<file path="config.mk">
export PLATFORM = sky130hd
export DESIGN_NAME = ack_eoi_arbiter
export DESIGN_NICKNAME = d
export VERILOG_FILES = /design/src/rtl/arb_pkg.sv /design/src/rtl/arb_prio_enc.sv /design/src/rtl/ack_eoi_arbiter.sv
export SDC_FILE = /design/constraint.sdc
export NUM_CORES = 1
export LEC_CHECK = 0
export BUFFER_PORTS_ARGS = -buffer_cell sky130_fd_sc_hd__buf_4
export CAP_MARGIN = 20
export CORE_ASPECT_RATIO = 1.4
export CORE_MARGIN = 2
export CORE_UTILIZATION = 50
export DETAILED_ROUTE_END_ITERATION = 16
export GPL_TIMING_DRIVEN = 0
export PLACE_DENSITY = 0.83
export SLEW_MARGIN = 10
export SYNTH_ARGS = -nofsm -noshare
export SYNTH_HDL_FRONTEND = slang
export SYNTH_SLANG_ARGS = --single-unit
</file>
<file path="constraint.sdc">
create_clock -name clk -period 54 [get_ports clk]
set_input_delay 2.7 -clock clk [delete_from_list [all_inputs] [get_ports clk]]
set_output_delay 2.7 -clock clk [all_outputs]
set_load 0.02 [all_outputs]
</file>
<file path="src/rtl/arb_pkg.sv">
package arb_pkg;
  typedef enum logic [1:0] {
    OP_IDLE,
    OP_REQ,
    OP_ACK,
    OP_EOI
  } op_e;
endpackage

</file>
<file path="src/rtl/arb_prio_enc.sv">
module arb_prio_enc #(
  parameter int N  = 8,
  parameter int PW = 4,
  parameter int IW = (N > 1) ? $clog2(N) : 1
) (
  input  logic [N-1:0]    mask,
  input  logic [N*PW-1:0] prio,
  output logic            found,
  output logic [IW-1:0]   idx,
  output logic [PW-1:0]   best
);
  // Strict greater-than keeps the lowest index among equal priorities.
  always_comb begin
    found = 1'b0;
    idx   = '0;
    best  = '0;
    for (int i = 0; i < N; i++) begin
      if (mask[i] && (!found || prio[i*PW +: PW] > best)) begin
        found = 1'b1;
        idx   = IW'(i);
        best  = prio[i*PW +: PW];
      end
    end
  end
endmodule

</file>
<file path="src/rtl/ack_eoi_arbiter.sv">
module ack_eoi_arbiter
  import arb_pkg::*;
#(
  parameter int NSRC = 8,
  parameter int PW   = 4,
  parameter int VW   = 8,
  localparam int IW  = (NSRC > 1) ? $clog2(NSRC) : 1
) (
  input  logic              clk,
  input  logic              rst_n,
  input  logic [NSRC*PW-1:0] src_prio,
  input  logic [NSRC*VW-1:0] src_vec,
  input  logic [NSRC-1:0]   src_level,
  input  logic [NSRC-1:0]   src_active,
  input  logic              req_valid,
  output logic              req_ready,
  input  logic [IW-1:0]     req_id,
  input  logic              ack_req,
  input  logic              eoi_req,
  input  logic              tpr_wr,
  input  logic [PW-1:0]     tpr_wdata,
  input  logic              spur_wr,
  input  logic [VW-1:0]     spur_wdata,
  output logic              cpu_irq,
  output logic              rsp_valid,
  output logic [VW-1:0]     rsp_vec,
  output logic [NSRC-1:0]   clr_act,
  output logic [VW-1:0]     spur_vec
);
  logic [NSRC-1:0] raised_q, svc_q;
  logic [PW-1:0]   tpr_q;
  logic [PW-1:0]   prio_a [NSRC];
  logic [VW-1:0]   vec_a  [NSRC];

  for (genvar g = 0; g < NSRC; g++) begin : g_unpack
    assign prio_a[g] = src_prio[g*PW +: PW];
    assign vec_a[g]  = src_vec[g*VW +: VW];
  end

  // Three searches: pending set, in-service set, in-service set minus its best.
  logic          r_found, s_found, m_found;
  logic [IW-1:0] r_idx, s_idx, m_idx;
  logic [PW-1:0] r_prio, s_prio, m_prio;
  logic [NSRC-1:0] svc_rest;

  arb_prio_enc #(.N(NSRC), .PW(PW), .IW(IW)) raised_enc_i (
    .mask(raised_q), .prio(src_prio), .found(r_found), .idx(r_idx), .best(r_prio));
  arb_prio_enc #(.N(NSRC), .PW(PW), .IW(IW)) svc_enc_i (
    .mask(svc_q), .prio(src_prio), .found(s_found), .idx(s_idx), .best(s_prio));

  assign svc_rest = svc_q & ~(s_found ? (NSRC'(1) << s_idx) : '0);

  arb_prio_enc #(.N(NSRC), .PW(PW), .IW(IW)) rest_enc_i (
    .mask(svc_rest), .prio(src_prio), .found(m_found), .idx(m_idx), .best(m_prio));

  op_e op;
  always_comb begin
    if (ack_req)                op = OP_ACK;
    else if (eoi_req)           op = OP_EOI;
    else if (req_valid)         op = OP_REQ;
    else                        op = OP_IDLE;
  end
  assign req_ready = !(ack_req || eoi_req);

  // Acknowledge evaluation
  logic            ack_ok;
  logic [NSRC-1:0] sel_mask, raised_after;
  logic [PW-1:0]   svc_best_after;
  logic            above_after;
  always_comb begin
    sel_mask       = r_found ? (NSRC'(1) << r_idx) : '0;
    ack_ok         = r_found && src_active[r_idx] && (prio_a[r_idx] > tpr_q);
    raised_after   = raised_q & ~sel_mask;
    svc_best_after = s_found ? s_prio : '0;
    if (ack_ok && (!s_found || prio_a[r_idx] > s_prio))
      svc_best_after = prio_a[r_idx];
    above_after = 1'b0;
    for (int i = 0; i < NSRC; i++)
      if (raised_after[i] && (prio_a[i] > svc_best_after)) above_after = 1'b1;
  end

  logic accept, eoi_raise;
  assign accept    = (op == OP_REQ) && (prio_a[req_id] > tpr_q) && !raised_q[req_id];
  assign eoi_raise = r_found && (!m_found || r_prio > m_prio);

  always_ff @(posedge clk) begin
    if (!rst_n) begin
      raised_q  <= '0;
      svc_q     <= '0;
      tpr_q     <= '1;
      spur_vec  <= '1;
      cpu_irq   <= 1'b0;
      rsp_valid <= 1'b0;
      rsp_vec   <= '0;
      clr_act   <= '0;
    end else begin
      rsp_valid <= ack_req;
      clr_act   <= '0;
      if (tpr_wr)  tpr_q    <= tpr_wdata;
      if (spur_wr) spur_vec <= spur_wdata;
      case (op)
        OP_ACK: begin
          rsp_vec  <= ack_ok ? vec_a[r_idx] : spur_vec;
          raised_q <= raised_after;
          if (ack_ok) svc_q[r_idx] <= 1'b1;
          if (r_found && (!ack_ok || !src_level[r_idx])) clr_act <= sel_mask;
          cpu_irq <= above_after;
        end
        OP_EOI: begin
          svc_q <= svc_rest;
          if (eoi_raise) cpu_irq <= 1'b1;
        end
        OP_REQ: begin
          if (accept) begin
            raised_q[req_id] <= 1'b1;
            if (!r_found || prio_a[req_id] > r_prio) cpu_irq <= 1'b1;
          end
        end
        default: ;
      endcase
    end
  end


  ack_shrinks_raised_chk: assert property (@(posedge clk) disable iff (!rst_n)
    (ack_req && raised_q != '0) |=> ($countones(raised_q) == $countones($past(raised_q)) - 1));

  eoi_shrinks_svc_chk: assert property (@(posedge clk) disable iff (!rst_n)
    (eoi_req && !ack_req && svc_q != '0) |=> ($countones(svc_q) == $countones($past(svc_q)) - 1));

  svc_grows_on_ack_chk: assert property (@(posedge clk) disable iff (!rst_n)
    ((svc_q & ~$past(svc_q)) != '0) |-> $past(ack_req));

  raised_grows_on_req_chk: assert property (@(posedge clk) disable iff (!rst_n)
    ((raised_q & ~$past(raised_q)) != '0) |-> $past(req_valid));

  clr_onehot_chk: assert property (@(posedge clk) disable iff (!rst_n)
    $onehot0(clr_act));

  empty_ack_spur_chk: assert property (@(posedge clk) disable iff (!rst_n)
    (ack_req && raised_q == '0) |=> (rsp_valid && rsp_vec == $past(spur_vec) && clr_act == '0));
endmodule

</file>
### Word level (Yosys, flattened, before mapping)

Cells that the tools add are included.
W data, S select, Z words.

* flip-flop bits (word level): 46
* input port bits: 134
* output and inout port bits: 27
* logic and storage cells: 269

* magnitude comparators: 40
* eq/ne operators: 7
* shifts and indexed selects: 2
* mux-type cells: 105
* bitwise gates (word level): 8
* reductions and logical operators: 99

Operators with widths (number)
* $gt A4 B4 Y1: 34
* $mux W4: 30
* $mux W8: 7
* $mux W1: 43
* $logic_and A1 B1 Y1: 38
* $pmux W8 S2: 2
* $logic_not A1 Y1: 28
* $logic_or A1 B1 Y1: 26
* $bmux W4 S3: 2
* $bmux W8 S3: 1
* $mux W3: 8
* $and A8 B8 Y8: 2
* $not A8 Y8: 2
* $or A8 B8 Y8: 2
* $shl A1 B3 Y8 const A: 2
* $mux W2: 6
* $bmux W1 S3: 3
* $ge A4 B4 Y1 const B: 2
* $lt A3 B4 Y1 const B: 2
* $not A3 Y4: 2
* $demux W1 S3: 2
* $ge A3 B1 Y1 const B: 2
* $ne A2 B2 Y1 const B: 3
* $eq A2 B2 Y1 const B: 2
* 8 further kinds: 10

### Logic depth before layout (Yosys ltp)

Gate-level depths: netlist (run 1).

* depth after elaboration: 67
* mapped depth: 130
* mapped depth without buffers: 126

### Cells and area by module

A second synthesis (run 1) with hierarchy kept.

* cells, all modules: 1142
* area total of the unflattened synthesis: 9138.8 µm²

Modules (own cells, without submodules)
* ack_eoi_arbiter: instances 1, cells each 516, area an instance 4581.9 µm², sequential area each 920.9 µm²
* arb_prio_enc (rest_enc_i): instances 1, cells each 210, area an instance 1522.7 µm², sequential area each 0.0 µm²
* arb_prio_enc (raised_enc_i): instances 1, cells each 210, area an instance 1519.0 µm², sequential area each 0.0 µm²
* arb_prio_enc (svc_enc_i): instances 1, cells each 206, area an instance 1515.2 µm², sequential area each 0.0 µm²

### Worst setup path before layout (run 1)

OpenSTA, ideal clock, no wires.

* path type: in2reg
* start: input src_prio[3]
* end: register cpu_irq
* setup time: 0.128 ns
* arrival time: 23.545 ns
* data required time: 53.872 ns
* setup slack: 30.327 ns
* cell stages on the path: 124
* buffers on the path: 3
* cell sequence: and2_1 > inv_1 > ha_1 > a211oi_1 > a21o_1 > buf_2 > mux2i_1 > inv_1 > ha_1 > nand2_1 > o21bai_1 > a31oi_2 > mux2_2 > inv_1 > ha_1 > a21oi_1 > a31oi_1 > o21ai_0 > (+88 left out) > nand2b_1 > a21oi_1 > a41oi_1 > a21boi_0 > and2_1 > a32o_1 > a221o_1 > a31oi_1 > ha_1 > nor2b_1 > o21ai_0 > nand2b_1 > a21oi_1 > a41o_1 > o31ai_1 > a21oi_1 > mux2i_1 > nor2_1

* cells in the longest elaborated chain, start to end: 67

Ends and longest elaborated chain
* start: declaration: line ack_eoi_arbiter.sv:11 `input logic [NSRC*PW-1:0] src_prio,`
* $mux W4: line arb_prio_enc.sv:18 `if (mask[i] && (!found || prio[i*PW +: PW] > best)) begin`
* $gt A4 B4 Y1: line arb_prio_enc.sv:18
* $logic_or A1 B1 Y1: line arb_prio_enc.sv:18
* $logic_and A1 B1 Y1: line arb_prio_enc.sv:18
* $mux W4 / $mux W1 (equally long branches): line arb_prio_enc.sv:18
* $gt A4 B4 Y1 / $logic_not A1 Y1 (equally long branches): line arb_prio_enc.sv:18
* $logic_or A1 B1 Y1: line arb_prio_enc.sv:18
* $logic_and A1 B1 Y1: line arb_prio_enc.sv:18
* (+51 left out)
* $logic_or A1 B1 Y1: line arb_prio_enc.sv:18
* $logic_and A1 B1 Y1: line arb_prio_enc.sv:18
* $mux W4 / $mux W1 (equally long branches): line arb_prio_enc.sv:18
* $gt A4 B4 Y1 / $logic_not A1 Y1 (equally long branches): line ack_eoi_arbiter.sv:84 `assign eoi_raise = r_found && (!m_found || r_prio > m_prio);`
* $logic_or A1 B1 Y1: line ack_eoi_arbiter.sv:84
* $logic_and A1 B1 Y1: line ack_eoi_arbiter.sv:84
* $ne A2 B2 Y1 (no source line)
* $reduce_and A4 Y1 (no source line)
* end signal: assignment: line ack_eoi_arbiter.sv:107 `cpu_irq <= above_after;`
* end: declaration: line ack_eoi_arbiter.sv:24 `output logic cpu_irq,`

Parallel ways exist; a longest one is shown, timed or not. The select of a mux whose other input is x is not followed.
A chain may end at the register's enable or synchronous reset.

### Worst setup path in the final report (run 1)

Same ends and word-level chain as after synthesis.

==> flow_metrics.env, run 1 <==
export IMPL_grt_usage=0.359
export IMPL_syn_cell_area_sq_um=8190
export IMPL_cts_htree_levels=2
export IMPL_critPathLaunchType="input port"
export IMPL_final_cells=1411
export IMPL_synth_edf_count=0
export IMPL_diodes=0
export IMPL_synth_mux_area_frac=0.123
export IMPL_tightest_slew_ns=1.01
export IMPL_io_pins=161
export IMPL_grt_overflow=0
export IMPL_outcome="complete, no violations"
export IMPL_arrival_ns=28.09
export IMPL_cts_sinks=46
export IMPL_coreArea_sq_um=16100
export IMPL_area_growth_syn_to_layout_pct=19.3
export IMPL_num_rows=55
export IMPL_grt_max_degree=18
export IMPL_wl_mm=32.2
export IMPL_dpl_cell_count=1402
export IMPL_synth_top_area_frac=0.206
export IMPL_cp_max_fo=10
export IMPL_dieWidth_um=112
export IMPL_cts_resized=0
export IMPL_ir_drop_uv=20.1
export IMPL_required_ns=54.17
export IMPL_gp_congestion=1.00
export IMPL_root_buffer="clkbuf_16"
export IMPL_reg2reg_slack_ns=28.01
export IMPL_yosys_area_share_simple=0.208
export IMPL_synth_most_common_cell="ha_1"
export IMPL_finalSetupViolCount=0
export IMPL_clkLatencyLatePin_ns=0.31
export IMPL_initial_core_util=0.509
export IMPL_ys_types=93
export IMPL_critPathKind="input port to register"
export IMPL_fin_crit_sh=0.517
export IMPL_nets=1480
export IMPL_grt_pass1_vias=9411
export IMPL_multi_input_area_sq_um=6860
export IMPL_cts_tree="done"
export IMPL_drv_slew=0
export IMPL_yosys_area_share_adder=0.206
export IMPL_postCtsSetupRepairBufs=0
export IMPL_grt_pass1_wl_mm=49.4
export IMPL_cp_end_kind="register"
export IMPL_cts_buffer_depth=2
export IMPL_vias=9389
export IMPL_ys_flop_type="dfxtp_1"
export IMPL_seq_area_sq_um=921
export IMPL_critPathMaxStageDelay_ns=0.53
export IMPL_firstDrtPassIters=6
export IMPL_leakagePower_uw=0.00417
export IMPL_yosysSeqAreaShare=0.112
export IMPL_synth_top_family_by_area="compound AO/OA/AOI/OAI gates"
export IMPL_synthTopCellsByCount="135 x ha_1, 82 x nand2_1, 76 x o21ai_0, 67 x mux2i_1, 61 x inv_1"
export IMPL_cpMaxStageDelayCell="o21ai_1"
export IMPL_final_setup_tns_ns=0
export IMPL_io_buffers=156
export IMPL_drtAntennaViolNets=0
export IMPL_postCtsHoldBufs=0
export IMPL_fill_cells=1545
export IMPL_rsz0062_at_grt="no"
export IMPL_avgSynthCellArea_sq_um=7.82
export IMPL_hpwl_mm=26.1
export IMPL_antenna_found_initial=0
export IMPL_min_period_ns=27.92
export IMPL_hold_start="rsp_vec[5]"
export IMPL_syn_inst=1047
export IMPL_route_detailed_drc=0
export IMPL_dieHeight_um=155
export IMPL_min_to="rsp_vec[5]"
export IMPL_fmax_ghz=0.0358
export IMPL_synthXorXnorAreaFrac=0
export IMPL_cts_buffers_inserted=5
export IMPL_synthTopCellsByArea="ha_1 21%, dfxtp_1 11%, mux2i_1 8.2%"
export IMPL_drt_iter0_markers=604
export IMPL_drive_above_1_share=0.205
export IMPL_dieArea_sq_um=17400
export IMPL_slew_headroom=0.310
export IMPL_skew_ns=0.0124
export IMPL_hold_depth=2
export IMPL_viasPerCell=6.65
export IMPL_synth_compound_area_frac=0.301
export IMPL_yosysWarningCount=0
export IMPL_async_reset_ff_frac=0
export IMPL_yosys_area_top_type="ha_1"
export IMPL_r2r_end="cpu_irq"
export IMPL_power_density_nw_per_um2=11.8
export IMPL_post_drt_wl_per_cell_um=22.8
export IMPL_rr_startpoint="svc_q[0]"
export IMPL_syn_nets=1316
export IMPL_min_path_type="register to register"
export IMPL_ys_seq_elements=46
export IMPL_r2r_cells=125
export IMPL_clkTransAtPathRegs_ns=0.07
export IMPL_finalHoldViolations=0
export IMPL_cap_violations=0
[cells by family after synthesis]
kind of cell,count (synthesis)
DFF,46
muxes,96
adders and majority gates,135
AOI/OAI and AO/OA,346
buffers and inverters,100
and+or+nand+nor,324
[layout by cell type, fill, tap and decap left out, types with 7 or more instances in the layout]
master     Yosys  routed
a21o_1         9       9
a21oi_1       56      56
a221oi_1       7       7
a22oi_1       15      15
a31oi_1       10      10
and2_1         9       9
buf_2          7       7
buf_4          2     158
clkbuf_1      24      24
dfxtp_1       46      46
ha_1         135     135
inv_1         61      61
mux2_2        27      27
mux2i_1       67      67
nand2_1       82      82
nand2b_1      19      19
nand3_1       31      31
nand4_1       31      31
nor2_1        60      60
nor2b_1       35      35
nor3_1        13      13
o2111ai_1      7       7
o211ai_1      12      12
o21a_1        43      43
o21ai_0       76      76
o21ai_1        8       8
o221ai_1       9       9
o22ai_1       17      17
[worst max-delay path by stage]
| stage | from | end | slack, ns | cells after the start |
|---|---|---|---|---|
| floorplan | src_prio[3] | cpu_irq | 30.33 | 124 |
| global placement | src_prio[3] | cpu_irq | 26.66 | 123 |
| detailed placement | src_prio[3] | cpu_irq | 26.27 | 125 |
| CTS | src_prio[3] | cpu_irq | 26.46 | 125 |
| global route | src_prio[3] | cpu_irq | 24.28 | 126 |
| finish | src_prio[3] | cpu_irq | 26.08 | 125 |
[power breakdown]
group / total (uW) / switching [uW] / internal, uW
Clock: 34.4 / 16.7 / 17.7
Combinational: 45.2 / 25.7 / 19.5
Sequential: 35.9 / 0.756 / 35.1
[state kept, by name (all words and copies together), names as in the netlist]
register and flops:
rsp_vec 8, rsp_valid 1, tpr_q 4, spur_vec 8, svc_q 8, cpu_irq 1, raised_q 8, clr_act 8
[worst max-delay path: cells and delay by family]
kind | cells | cell delay, ns
multiplexers | 8 | 2.77
adder cells (fa/ha/maj) | 15 | 3.90
buffers and inverters | 11 | 1.38
AND/OR/NAND/NOR | 27 | 3.68
AO/OA/AOI/OAI | 64 | 13.62
[through the flow]
step           hold WS, ns  setup WS [ns]  total power [uW]  cell area, sq um   util
4_1_cts              0.489          26.46               114              9760  0.606
2_1_floorplan        0.478          30.33              59.9              8190      -
3_5_place_dp         0.476          26.27              80.6              9610  0.597
3_3_place_gp         0.471          26.66              79.3              9610  0.597
6_report             0.487          26.08               115              9770  0.607
5_1_grt              0.509          24.28               120              9770  0.607
[metal layers]
metal | track usage | up-vias | wire (um)
met5 | 0 | - | 0
met4 | 0.295 | 0 | 3130
met3 | 0.0467 | 180 | 2370
met2 | 0.637 | 546 | 15400
met1 | 0.373 | 4329 | 11400
li1 | - | 4334 | -
[cell type report]
cell class / instances / share of cell area
sequential: 46 / 0.0943
tap: 199 / 0.0255
timing repair buffer: 157 / 0.120
multi-input combinational: 901 / 0.703
clock buffer: 5 / 0.0128
buffer: 38 / 0.0178
inverter: 62 / 0.0238
clock inverter: 3 / 0.00282
Note: power is estimated with default switching activity, not from simulation.
==> run 2, diff against run 1 <==
==> constraint.sdc (replaced) <==
create_clock -name clk -period 25.8 [get_ports clk]
set_input_delay 1.29 -clock clk [delete_from_list [all_inputs] [get_ports clk]]
set_output_delay 1.29 -clock clk [all_outputs]
set_load 0.02 [all_outputs]
==> flow_metrics.env, run 2 (same netlist as run 1, synthesis figures left out) <==
export IMPL_outcome="complete, no violations"
export IMPL_hold_depth=2
export IMPL_rr_startpoint="svc_q[0]"
export IMPL_nets=1492
export IMPL_antenna_found_initial=0
export IMPL_drv_slew=0
export IMPL_critPathLaunchType="input port"
export IMPL_drtAntennaViolNets=0
export IMPL_reg2reg_slack_ns=1.70
export IMPL_dpl_cell_count=1402
export IMPL_final_common_cell="buf_4"
export IMPL_vias=9471
export IMPL_critPathMaxStageDelay_ns=0.43
export IMPL_dieWidth_um=112
export IMPL_clkLatencyLatePin_ns=0.30
export IMPL_dieArea_sq_um=17400
export IMPL_route_detailed_drc=0
export IMPL_final_setup_tns_ns=0
export IMPL_cap_violations=0
export IMPL_cp_end_kind="register"
export IMPL_critPathKind="input port to register"
export IMPL_gp_congestion=1.00
export IMPL_finalSetupViolCount=0
export IMPL_fin_crit_sh=0.953
export IMPL_viasPerCell=6.66
export IMPL_dieHeight_um=155
export IMPL_grt_usage=0.359
export IMPL_arrival_ns=24.77
export IMPL_drt_iter0_markers=766
export IMPL_grt_overflow=0
export IMPL_critPathBufInv=11
export IMPL_final_cell_mix="171 x buf_4, 135 x ha_1, 82 x nand2_1"
export IMPL_min_period_ns=24.60
export IMPL_post_drt_wl_per_cell_um=22.9
export IMPL_hpwl_mm=26.1
export IMPL_cts_sinks=46
export IMPL_finalHoldViolations=0
export IMPL_cts_tree="done"
export IMPL_io_buffers=156
export IMPL_cts_htree_levels=2
export IMPL_required_ns=25.97
export IMPL_grt_max_degree=18
export IMPL_fill_cells=1519
export IMPL_ir_drop_uv=41.3
export IMPL_cp_max_fo=10
export IMPL_placed_cell_area_sq_um=9610
export IMPL_skew_ns=0.00821
export IMPL_grt_pass1_vias=9418
export IMPL_cpMaxStageDelayCell="o22ai_1"
export IMPL_slew_headroom=0.269
export IMPL_hold_start="rsp_vec[5]"
export IMPL_r2r_cells=125
export IMPL_root_buffer="clkbuf_16"
export IMPL_grt_pass1_wl_mm=49.4
export IMPL_diodes=0
export IMPL_area_growth_syn_to_layout_pct=21.6
export IMPL_fmax_ghz=0.0407
export IMPL_cts_buffers_inserted=5
export IMPL_min_to="rsp_vec[5]"
export IMPL_firstDrtPassIters=5
export IMPL_clkTransAtPathRegs_ns=0.07
export IMPL_initial_core_util=0.509
export IMPL_wl_mm=32.6
export IMPL_num_rows=55
export IMPL_leakagePower_uw=0.00424
export IMPL_tightest_slew_ns=1.09
export IMPL_min_path_type="register to register"
export IMPL_drive_above_1_share=0.227
export IMPL_coreArea_sq_um=16100
export IMPL_final_cell_area_sq_um=9960
export IMPL_final_cells=1423
export IMPL_r2r_end="cpu_irq"
export IMPL_cts_buffer_depth=2
export IMPL_crit_top_cell="ha_1"
export IMPL_io_pins=161
export IMPL_critPathTopFamily="compound AO/OA/AOI/OAI gates"
export IMPL_power_density_nw_per_um2=24.3
==> run 2: cell types whose count changed in the layout (fill, tap and decap cells not counted), sizes merged <==
cell	change
buf	+12
==> run 2: per-layer routing <==
layer / vias up / track usage / wire (um) / share of wire
li1: 4343 / - / - / -
met1: 4407 / 0.373 / 11200 / 0.35
met2: 532 / 0.638 / 15500 / 0.48
met3: 189 / 0.0467 / 2580 / 0.079
met4: 0 / 0.295 / 3250 / 0.10
met5: - / 0 / 0 / 0
==> run 2: metrics by stage <==
step            util  hold WS (ns)  setup WS, ns  total power (uW)
5_1_grt        0.618         0.509        -0.155               252
3_3_place_gp   0.597         0.471        -0.132               166
4_1_cts        0.607         0.489        0.0874               239
2_1_floorplan      -         0.478          3.54               125
3_5_place_dp   0.597         0.476        -0.518               169
6_report       0.618         0.487          1.20               242
==> run 2: power by group <==
part,internal (uW),switching [uW],leakage (uW)
registers,73.5,1.56,0.000376
clock network,37.1,34.1,0.0000723
logic,41.2,54.4,0.00379
total,152,90.0,0.00424
==> run 2: layout make-up <==
type                    count  area (sq um)  area share
plain buffers              38           180      0.0181
clock buffers               5           125      0.0126
clock inverters             3          27.5     0.00276
inverters                  62           233      0.0234
multi-input cells         901          6960       0.699
flip-flops and latches     46           921      0.0925
well taps                 199           249      0.0250
repair buffers            169          1270       0.127
==> run 2: worst max-delay path by stage <==
| stage | start | end | slack (ns) | depth (start not counted) |
|---|---|---|---|---|
| 2_1_floorplan | src_prio[3] | cpu_irq | 3.54 | 124 |
| 3_3_place_gp | src_prio[3] | cpu_irq | -0.13 | 123 |
| 3_5_place_dp | src_prio[3] | cpu_irq | -0.52 | 125 |
| 4_1_cts | src_prio[3] | cpu_irq | 0.09 | 126 |
| 5_1_grt | src_prio[3] | cpu_irq | -0.15 | 127 |
| 6_report | src_prio[3] | cpu_irq | 1.20 | 124 |
==> run 2: worst min-delay path, stage by stage (launching register included) <==
cell and delay [ns]:
dfxtp_1 0.31, nand3_1 0.06, nand3_1 0.07
==> run 2: what timing repair did <==
action / CTS / global route
setup buffers: 0 / 12
endpoints found under the setup margin: 1 / 1
resized for setup: 3 / 29
hold buffers: 0 / 0
pin swaps: 0 / 8
